$ cat config.mk
export PLATFORM = sky130hd
export DESIGN_NAME = pwm_protect_combiner
export DESIGN_NICKNAME = d
export VERILOG_FILES = /design/src/rtl/pwm_prot_pkg.sv /design/src/rtl/pwm_pin_sampler.sv /design/src/rtl/pwm_chan_monitor.sv /design/src/rtl/pwm_group_combiner.sv /design/src/rtl/pwm_protect_combiner.sv
export SDC_FILE = /design/constraint.sdc
export NUM_CORES = 1
export LEC_CHECK = 0
export ABC_AREA = 1
export CAP_MARGIN = 15
export CORE_MARGIN = 5
export CORE_UTILIZATION = 45
export DETAILED_ROUTE_END_ITERATION = 10
export PLACE_DENSITY_LB_ADDON = 0.1
export RECOVER_POWER = 50
export SKIP_LAST_GASP = 1
export SLEW_MARGIN = 5
export SYNTH_ARGS = -nofsm -noshare
export SYNTH_HDL_FRONTEND = slang
export SYNTH_SLANG_ARGS = --single-unit
$ cat constraint.sdc
create_clock -name clk -period 1.6 [get_ports clk]
set_input_delay 0.24 -clock clk [delete_from_list [all_inputs] [get_ports clk]]
set_output_delay 0.24 -clock clk [all_outputs]
set_load 0.02 [all_outputs]
$ cat src/rtl/pwm_prot_pkg.sv
package pwm_prot_pkg;

    localparam int ADDR_W   = 8;
    localparam int DATA_W   = 32;
    localparam int CH_SEL_W = 5;
    localparam int FLD_LSB  = 28;
    localparam int NCOND    = 3;

    // condition index inside the 3-bit field; bit position FLD_LSB + index
    localparam int K_DT = 0;
    localparam int K_HI = 1;
    localparam int K_LO = 2;

    typedef enum logic [1:0] {
        CR_PERM   = 2'd0,
        CR_FLAG   = 2'd1,
        CR_OUTCTL = 2'd2,
        CR_RSVD   = 2'd3
    } chan_reg_e;

    localparam logic [1:0] GCMD_REEN = 2'd0;
    localparam logic [1:0] GCMD_PARK = 2'd1;

    typedef struct packed {
        logic [NCOND-1:0] perm;
        logic [NCOND-1:0] flag;
        logic             obe;
    } chan_state_t;

endpackage

$ cat src/rtl/pwm_pin_sampler.sv
module pwm_pin_sampler #(
    parameter int NCH = 4
) (
    input  logic           clk,
    input  logic           rst_n,
    input  logic [NCH-1:0] pwm_a,
    input  logic [NCH-1:0] pwm_b,
    input  logic [NCH-1:0] dt_err,
    output logic [NCH-1:0] a_q,
    output logic [NCH-1:0] b_q,
    output logic [NCH-1:0] dt_q
);

    typedef struct packed {
        logic [NCH-1:0] a;
        logic [NCH-1:0] b;
        logic [NCH-1:0] dt;
    } smp_t;

    smp_t smp_d, smp_q;

    // one register stage ahead of all comparisons
    always_comb begin
        smp_d    = smp_q;
        smp_d.a  = pwm_a;
        smp_d.b  = pwm_b;
        smp_d.dt = dt_err;
    end

    always_ff @(posedge clk or negedge rst_n) begin
        if (!rst_n) smp_q <= '0;
        else        smp_q <= smp_d;
    end

    assign a_q  = smp_q.a;
    assign b_q  = smp_q.b;
    assign dt_q = smp_q.dt;

endmodule

$ cat src/rtl/pwm_chan_monitor.sv
module pwm_chan_monitor
    import pwm_prot_pkg::*;
(
    input  logic             clk,
    input  logic             rst_n,
    input  logic             a_q,
    input  logic             b_q,
    input  logic             dt_q,
    input  logic             perm_we,
    input  logic [NCOND-1:0] perm_wdata,
    input  logic             clr_we,
    input  logic [NCOND-1:0] clr_mask,
    input  logic             obe_we,
    input  logic             obe_wdata,
    input  logic             park,
    input  logic             reenable,
    output logic [NCOND-1:0] perm,
    output logic [NCOND-1:0] flag,
    output logic             obe
);

    chan_state_t st_d, st_q;
    logic [NCOND-1:0] cond;
    logic [NCOND-1:0] req;
    logic [NCOND-1:0] clr_eff;
    logic             pin_fault;

    always_comb begin
        cond       = '0;
        cond[K_DT] = dt_q;
        cond[K_HI] = a_q & b_q;
        cond[K_LO] = ~a_q & ~b_q;
        req        = cond & st_q.perm;
        clr_eff    = clr_we ? clr_mask : '0;
        pin_fault  = st_q.flag[K_HI] | st_q.flag[K_LO];

        st_d = st_q;
        if (perm_we) st_d.perm = perm_wdata;
        // detection wins over a simultaneous clear
        st_d.flag = (st_q.flag & ~clr_eff) | req;
        // re-enable has priority over park, park over a direct write
        if (reenable)                st_d.obe = 1'b1;
        else if (park && pin_fault)  st_d.obe = 1'b0;
        else if (obe_we)             st_d.obe = obe_wdata;
    end

    always_ff @(posedge clk or negedge rst_n) begin
        if (!rst_n) begin
            st_q      <= '0;
            st_q.obe  <= 1'b1;
        end else begin
            st_q      <= st_d;
        end
    end

    assign perm = st_q.perm;
    assign flag = st_q.flag;
    assign obe  = st_q.obe;

endmodule

$ cat src/rtl/pwm_group_combiner.sv
module pwm_group_combiner
    import pwm_prot_pkg::*;
#(
    parameter int             NCH  = 4,
    parameter logic [NCH-1:0] LINK = '1,
    localparam int            PACK_W = NCOND * NCH
) (
    input  logic              clk,
    input  logic              rst_n,
    input  logic              ext_dis,
    input  logic [PACK_W-1:0] flag_all,
    output logic              grp_dis,
    output logic [PACK_W-1:0] stat_packed
);

    typedef struct packed {
        logic dis;
    } grp_state_t;

    grp_state_t gs_d, gs_q;
    logic       any_req;

    // OR of linked channel flags and the external input
    always_comb begin
        any_req = 1'b0;
        for (int c = 0; c < NCH; c++) begin
            if (LINK[c]) any_req = any_req | (|flag_all[c*NCOND +: NCOND]);
        end
        gs_d     = gs_q;
        gs_d.dis = ext_dis | any_req;
    end

    // shift-and-OR walk, channel 0 first
    always_comb begin
        stat_packed = '0;
        for (int c = 0; c < NCH; c++) begin
            stat_packed = stat_packed << NCOND;
            if (LINK[c]) stat_packed[NCOND-1:0] = flag_all[c*NCOND +: NCOND];
        end
    end

    always_ff @(posedge clk or negedge rst_n) begin
        if (!rst_n) gs_q <= '0;
        else        gs_q <= gs_d;
    end

    assign grp_dis = gs_q.dis;

endmodule

$ cat src/rtl/pwm_protect_combiner.sv
module pwm_protect_combiner
    import pwm_prot_pkg::*;
#(
    parameter int                  NCH      = 4,
    parameter int                  NGRP     = 2,
    parameter logic [NGRP*NCH-1:0] GRP_LINK = 8'b0100_0011,
    localparam int                 PACK_W   = NCOND * NCH
) (
    input  logic                clk,
    input  logic                rst_n,
    input  logic [NCH-1:0]      pwm_a_i,
    input  logic [NCH-1:0]      pwm_b_i,
    input  logic [NCH-1:0]      dt_err_i,
    input  logic [NGRP-1:0]     ext_dis_i,
    input  logic                wr_en_i,
    input  logic [ADDR_W-1:0]   wr_addr_i,
    input  logic [DATA_W-1:0]   wr_data_i,
    input  logic [ADDR_W-1:0]   rd_addr_i,
    output logic [DATA_W-1:0]   rd_data_o,
    output logic [NCH-1:0]      out_a_o,
    output logic [NCH-1:0]      out_b_o,
    output logic [NGRP-1:0]     grp_dis_o
);

    localparam int GSEL_W = ADDR_W - 1;

    logic [NCH-1:0]         a_q, b_q, dt_q;
    logic [PACK_W-1:0]      perm_all, flag_all;
    logic [NCH-1:0]         obe_all;
    logic [NCH-1:0]         park_ch, reen_ch, forced;
    logic [NGRP*PACK_W-1:0] grp_stat;
    logic [NGRP-1:0]        grp_dis_q;

    logic                   wr_is_grp;
    logic [CH_SEL_W-1:0]    wr_ch;
    chan_reg_e              wr_reg;
    logic [GSEL_W-1:0]      wr_grp;
    logic                   unused_wdata;

    assign wr_is_grp    = wr_addr_i[ADDR_W-1];
    assign wr_ch        = wr_addr_i[2 +: CH_SEL_W];
    assign wr_reg       = chan_reg_e'(wr_addr_i[1:0]);
    assign wr_grp       = wr_addr_i[GSEL_W-1:0];
    assign unused_wdata = ^{wr_data_i[31], wr_data_i[27:2]};

    pwm_pin_sampler #(.NCH(NCH)) u_sampler (
        .clk    (clk),
        .rst_n  (rst_n),
        .pwm_a  (pwm_a_i),
        .pwm_b  (pwm_b_i),
        .dt_err (dt_err_i),
        .a_q    (a_q),
        .b_q    (b_q),
        .dt_q   (dt_q)
    );

    // group commands fan out to linked channels
    always_comb begin
        park_ch = '0;
        reen_ch = '0;
        forced  = '0;
        for (int g = 0; g < NGRP; g++) begin
            for (int c = 0; c < NCH; c++) begin
                if (GRP_LINK[g*NCH + c]) begin
                    if (wr_en_i && wr_is_grp && (wr_grp == GSEL_W'(g))) begin
                        park_ch[c] = park_ch[c] | wr_data_i[GCMD_PARK];
                        reen_ch[c] = reen_ch[c] | wr_data_i[GCMD_REEN];
                    end
                    forced[c] = forced[c] | grp_dis_q[g];
                end
            end
        end
    end

    for (genvar c = 0; c < NCH; c++) begin : g_ch
        logic sel;
        assign sel = wr_en_i && !wr_is_grp && (wr_ch == CH_SEL_W'(c));

        pwm_chan_monitor u_mon (
            .clk        (clk),
            .rst_n      (rst_n),
            .a_q        (a_q[c]),
            .b_q        (b_q[c]),
            .dt_q       (dt_q[c]),
            .perm_we    (sel && (wr_reg == CR_PERM)),
            .perm_wdata (wr_data_i[FLD_LSB +: NCOND]),
            .clr_we     (sel && (wr_reg == CR_FLAG)),
            .clr_mask   (wr_data_i[FLD_LSB +: NCOND]),
            .obe_we     (sel && (wr_reg == CR_OUTCTL)),
            .obe_wdata  (wr_data_i[0]),
            .park       (park_ch[c]),
            .reenable   (reen_ch[c]),
            .perm       (perm_all[c*NCOND +: NCOND]),
            .flag       (flag_all[c*NCOND +: NCOND]),
            .obe        (obe_all[c])
        );
    end

    for (genvar g = 0; g < NGRP; g++) begin : g_grp
        pwm_group_combiner #(
            .NCH  (NCH),
            .LINK (GRP_LINK[g*NCH +: NCH])
        ) u_comb (
            .clk         (clk),
            .rst_n       (rst_n),
            .ext_dis     (ext_dis_i[g]),
            .flag_all    (flag_all),
            .grp_dis     (grp_dis_q[g]),
            .stat_packed (grp_stat[g*PACK_W +: PACK_W])
        );
    end

    // forcing and B enable on the registered pins
    assign out_a_o   = a_q & ~forced;
    assign out_b_o   = b_q & obe_all & ~forced;
    assign grp_dis_o = grp_dis_q;

    always_comb begin
        rd_data_o = '0;
        if (rd_addr_i[ADDR_W-1]) begin
            for (int g = 0; g < NGRP; g++) begin
                if (rd_addr_i[GSEL_W-1:0] == GSEL_W'(g))
                    rd_data_o = DATA_W'(grp_stat[g*PACK_W +: PACK_W]);
            end
        end else begin
            for (int c = 0; c < NCH; c++) begin
                if (rd_addr_i[2 +: CH_SEL_W] == CH_SEL_W'(c)) begin
                    case (chan_reg_e'(rd_addr_i[1:0]))
                        CR_PERM:   rd_data_o[FLD_LSB +: NCOND] = perm_all[c*NCOND +: NCOND];
                        CR_FLAG:   rd_data_o[FLD_LSB +: NCOND] = flag_all[c*NCOND +: NCOND];
                        CR_OUTCTL: rd_data_o[0] = obe_all[c];
                        default:   rd_data_o = '0;
                    endcase
                end
            end
        end
    end

endmodule

# After elaboration in Yosys (flattened, before gate mapping)
# Index checks and enable logic that the tools add are counted.
# classes
n_eq_ne	12
mux	38
bitwise	42
reduce_logical	38
# op_table
operator	count
32-bit two-way mux	4
27-bit two-way mux	3
31-bit two-way mux	1
3-bit case mux with 3 select lines	3
3-bit AND	8
12-bit two-way mux	2
1-bit logical AND	23
5-bit by 2-bit equality test with 1-bit output, second input constant	4
1-bit two-way mux	17
7-bit by 1-bit equality test with 1-bit output, second input constant	2
7-bit logical NOT	2
4-bit AND	3
3-bit two-way mux	4
3-bit NOT	4
3-bit OR	4
3-bit OR reduction	4
5-bit by 1-bit equality test with 1-bit output, second input constant	2
5-bit logical NOT	2
3-bit nonzero test	3
1-bit AND	8
1-bit NOT	8
1-bit OR	6
1-bit case mux with 2 select lines	3
3-bit case mux with 2 select lines	1
other kinds (6)	9
# totals
reg_bits	42
inputBits	65
out_inout_bits	42
wordCells	147

# Longest topological paths before layout
# logic_depth
word_depth	10
ltp_mapped	9
ltp_nobuf	9

# Modules after synthesis
# From an unflattened synthesis, not the netlist that was laid out.
# hier_totals
cells_unflattened	418
hier_area_um2	2837.7
# modules_own_cells
module	instances	cells_each	area_per_inst_um2	seq_area_each_um2
pwm_chan_monitor	4	37	295.3	176.4
pwm_protect_combiner	1	215	1062.3	0.0
pwm_pin_sampler	1	12	300.3	300.3
pwm_group_combiner at g_grp[0].u_comb	1	26	163.9	25.0
pwm_group_combiner at g_grp[1].u_comb	1	17	130.1	25.0

# Least setup slack after synthesis
# OpenSTA, ideal clock, no wires.
# synth_path
kind	input to output
startpoint	in rd_addr_i[5]
endpoint	out rd_data_o[3]
arrival_ns	1.137
t_required_ns	1.360
slack_ns	0.223
cell_stages	5
n_path_buf	0
cell_sequence	nor2_2 > nand2_2 > nor2_4 > nand2_1 > nor3_1
# synth_between
elab_chain_len	7
elab_cells_between_ends	11
classes_between	4 x eq/ne; 7 x mux
# synth_rtl
item	line_no	text
from (decl)	pwm_protect_combiner.sv:18	input logic [ADDR_W-1:0] rd_addr_i,
5-bit by 1-bit equality test with 1-bit output	pwm_protect_combiner.sv:127	if (rd_addr_i[2 +: CH_SEL_W] == CH_SEL_W'(c)) begin
32-bit two-way mux	pwm_protect_combiner.sv:127	
27-bit two-way mux	pwm_protect_combiner.sv:128	case (chan_reg_e'(rd_addr_i[1:0]))
32-bit two-way mux	pwm_protect_combiner.sv:127	
27-bit two-way mux	pwm_protect_combiner.sv:128	
32-bit two-way mux	pwm_protect_combiner.sv:127	
32-bit two-way mux (*)	pwm_protect_combiner.sv:120	if (rd_addr_i[ADDR_W-1]) begin
to (decl)	pwm_protect_combiner.sv:19	output logic [DATA_W-1:0] rd_data_o,
# Every way passes the cells marked *; elsewhere a longest branch is shown, timed or not.

# Worst setup path after layout
# layout_path
startpoint	reg g_ch[1].u_mon.obe (netlist name)
endpoint	out rd_data_o[0]
# layout_between
elab_chain_len	7
# layout_rtl
item	line_no
1-bit case mux with 2 select lines (*)	pwm_protect_combiner.sv:128
32-bit two-way mux (*)	pwm_protect_combiner.sv:127
1-bit case mux with 2 select lines	pwm_protect_combiner.sv:128
32-bit two-way mux (*)	pwm_protect_combiner.sv:127
1-bit case mux with 2 select lines	pwm_protect_combiner.sv:128
32-bit two-way mux (*)	pwm_protect_combiner.sv:127
32-bit two-way mux (*)	pwm_protect_combiner.sv:120
# Marked as above.

==> metrics.cfg <==
[pwr]
powerDensity_nw_per_um2 = 746
p_sw_uw = 686
swShare = 0.255
vdd_drop_max_uv = 451
power_frac_seq = 0.429
p_int_uw = 2000
p_leak_uw = 0.00183
clockPowerShare = 0.392
pwr-share-comb = 0.179

[timing]
slew_violations = 0
clock_skew_ps = 5.96
tightestPinTransition_ps = 959
period_needed_ps = 1600
relSlewSlack = 0.360
grt_setup_unrepaired = true
setup_viol = 0
whs_ps = 455
hold_viol = 0
fmaxAchievable_mhz = 627
setup_ws_ps = 4.08
finalCritPeriodShare = 0.997

[placed_design]
hpwlAfterDp_um = 5280
pre_cts_ws_ps = -908
io_buffer_count = 60
place.gp.congestion = 0.893
place_inst = 496

[grt]
grt_antenna_before_repair = 0
grt_pass1_wl_um = 11500
grt_max_degree = 28
gr-usage-all-layers = 0.201
grt_pass1_vias = 2413
grt_overflow = 0

[floorplanning]
core-area_um2 = 5440
die_width_um = 84.2
die_area_um2 = 7090
num_rows = 27
top_level_ports = 107
start_util = 0.455
dieHeight_um = 84.2

[worst_setup_path]
slowest_delay_ps = 550
cp_top_family = flip-flops
critPathCaptureType = output pin
cp.buffers_inverters = 3
cp_cell_sequence = inv_2 > o21ai_2 > inv_1 > a21oi_2 > buf_6
worstSetupPathType = flop to output pin
worstReg2RegEnd = g_ch[2].u_mon.obe
start_kind = flop
ff2ff_setup_slack_ps = 390
cp_max_fo = 2
crit-reg2reg-launch = g_ch[2].u_mon.flag[2]
critPathArrivalTime_ps = 1360
r2r_cells = 8
cp.required_ps = 1360
slowest_stage = dfstp_2

[yosys]
synth_cells = 331
syn_area_um2 = 2480
seq_area_frac_synth = 0.426
ys_seq_elements = 42
ys_types = 25
synth_area_per_cell_um2 = 7.48
yosysWarnings = 0

[hold_path]
worstHoldEndpoint = g_ch[3].u_mon.flag[0]
hp-start = u_sampler.dt_q[3]
min_path_cells = 2
hp-class = flop to flop

[clock_network]
cts-root-buf = clkbuf_8
cts_made_buffers = 5
clock_sinks = 42
clock_latency_ps = 300
cts_tree = yes
cts_max_level = 2
cts.path.max_buffers = 2
path_clk_slew_ps = 80

[layout]
fillers = 485
final_util = 0.662
ff_latch_area_um2 = 1060
multi_input_area_um2 = 1200
syn_to_final_growth_pct = 45.5
drive_gt1_frac = 0.314
n_antenna_cell = 0
final_cells = 512
layout.nets = 504

[detailed_routing]
routed_wl_um = 6980
ant_nets = 0
drt-pass1-iter-count = 4
drt_iter0_drc = 116
routedWlPerCell_um = 13.6
vias_per_cell = 4.82
drc = 0
num_vias = 2469

[job]
timing.max_cap.violations = 0

[status]
outcome = complete, no violations

[cell usage in the layout (no fill, tap or decap), types with 2 or more instances in the layout]
master	instances
buf_12	2
buf_2	9
buf_4	46
buf_6	6
bufinv_16	2
clkbuf_2	4
clkbuf_8	6
clkdlybuf4s15_2	3
clkdlybuf4s50_1	18
clkinv_2	2
conb_1	19
dfrtp_1	38
dfstp_2	4
dlygate4sd2_1	5
dlygate4sd3_1	13
inv_1	40
inv_2	9
nand2_1	73
nand2_2	12
nand2_4	2
nand3_1	23
nand3_2	5
nand4_1	7
nor2_1	21
nor2_2	8
nor2_4	8
nor3_1	12
nor3_2	4
o21a_1	3
o21ai_0	4
o21ai_1	20
o21ai_2	2
o22ai_1	4
[synthesized netlist by cell type, drive strengths merged]
cell | instances | share of area
nand2 | 87 | 0.14
nor2 | 37 | 0.083
nor3 | 17 | 0.038
nand4 | 7 | 0.018
dfrtp | 38 | 0.38
o22ai | 4 | 0.010
nand3 | 29 | 0.063
conb | 1 | 0.0015
buf | 24 | 0.076
clkinv | 2 | 0.0035
dfstp | 4 | 0.042
a21oi | 2 | 0.0040
inv | 50 | 0.076
o21ai | 26 | 0.053
o21a | 3 | 0.0091
[routing by layer]
| metal | global-route usage | vias up | share of wire |
|---|---|---|---|
| met5 | 0 | - | 0 |
| met4 | 0.0658 | 0 | 0.024 |
| met3 | 0.0422 | 16 | 0.068 |
| li1 | - | 1221 | - |
| met1 | 0.258 | 1137 | 0.43 |
| met2 | 0.338 | 95 | 0.48 |
[sequential cells by signal (all words and copies together), names as in the netlist]
| name | count |
|---|---|
| u_sampler.a_q | 4 |
| u_sampler.b_q | 4 |
| g_grp.u_comb.grp_dis | 2 |
| g_ch.u_mon.flag | 12 |
| g_ch.u_mon.perm | 12 |
| u_sampler.dt_q | 4 |
| g_ch.u_mon.obe | 4 |
[worst reg2reg max path: stages (launching register included)]
cell and delay (ps):
dfrtp_1 360, inv_1 80, buf_4 130, nand2_1 120, a21oi_1 210, nor2_1 60
nand3_1 70, nand3_1 60, nand2_1 60
[what timing repair did]
| item | in CTS | in global routing |
|---|---|---|
| setup endpoints to repair | 21 | 12 |
| hold endpoints to repair | 15 | 0 |
| buffers inserted | 2 | 5 |
| pin swaps | 15 | 19 |
| resized for setup | 117 | 30 |
| hold buffers | 1 | 0 |
[stage by stage]
stage               instance area, um2  total power [uW]  setup TNS, ps
CTS                               3510              2690          -70.9
global route                      3600              2800           -176
detailed placement                3350              1620         -10260
finish                            3600              2690              0
global placement                  3350              1620          -9790
floorplan                         2540              1400              0
[layout make-up]
type | instances | share of cell area
inverters | 52 | 0.0556
flip-flops and latches | 42 | 0.293
clock inverters | 2 | 0.0167
multi-input cells | 231 | 0.334
well taps | 72 | 0.0250
repair buffers | 107 | 0.253
clock buffers | 6 | 0.0229
[how the worst max path moves through the flow]
stage	end	startpoint	slack [ps]	cells after the start
4_1_cts	rd_data_o[0]	g_ch[1].u_mon.obe	-40	5
3_3_place_gp	rd_data_o[29]	rd_addr_i[0]	-920	9
2_1_floorplan	rd_data_o[3]	rd_addr_i[5]	220	5
3_5_place_dp	rd_data_o[29]	rd_addr_i[0]	-910	9
6_report	rd_data_o[0]	g_ch[1].u_mon.obe	4	5
5_1_grt	rd_data_o[29]	g_ch[0].u_mon.flag[1]	-50	9
[logic make-up after synthesis]
family	count (synthesis)	share of synthesized area
AOI/OAI and AO/OA	35	0.0758
buffers and inverters	76	0.155
DFF	42	0.426
other	1	0.00151
and+or+nand+nor	177	0.341
[power groups by stage]
stage	Clock (uW)	Combinational, uW	Sequential [uW]
final	1050	480	1150
after global routing	1110	526	1160
after CTS	1070	464	1150
after detailed placement	0	452	1170
after global placement	0	447	1170
after floorplan	0	231	1170
Note: power is estimated with default switching activity, not from simulation.
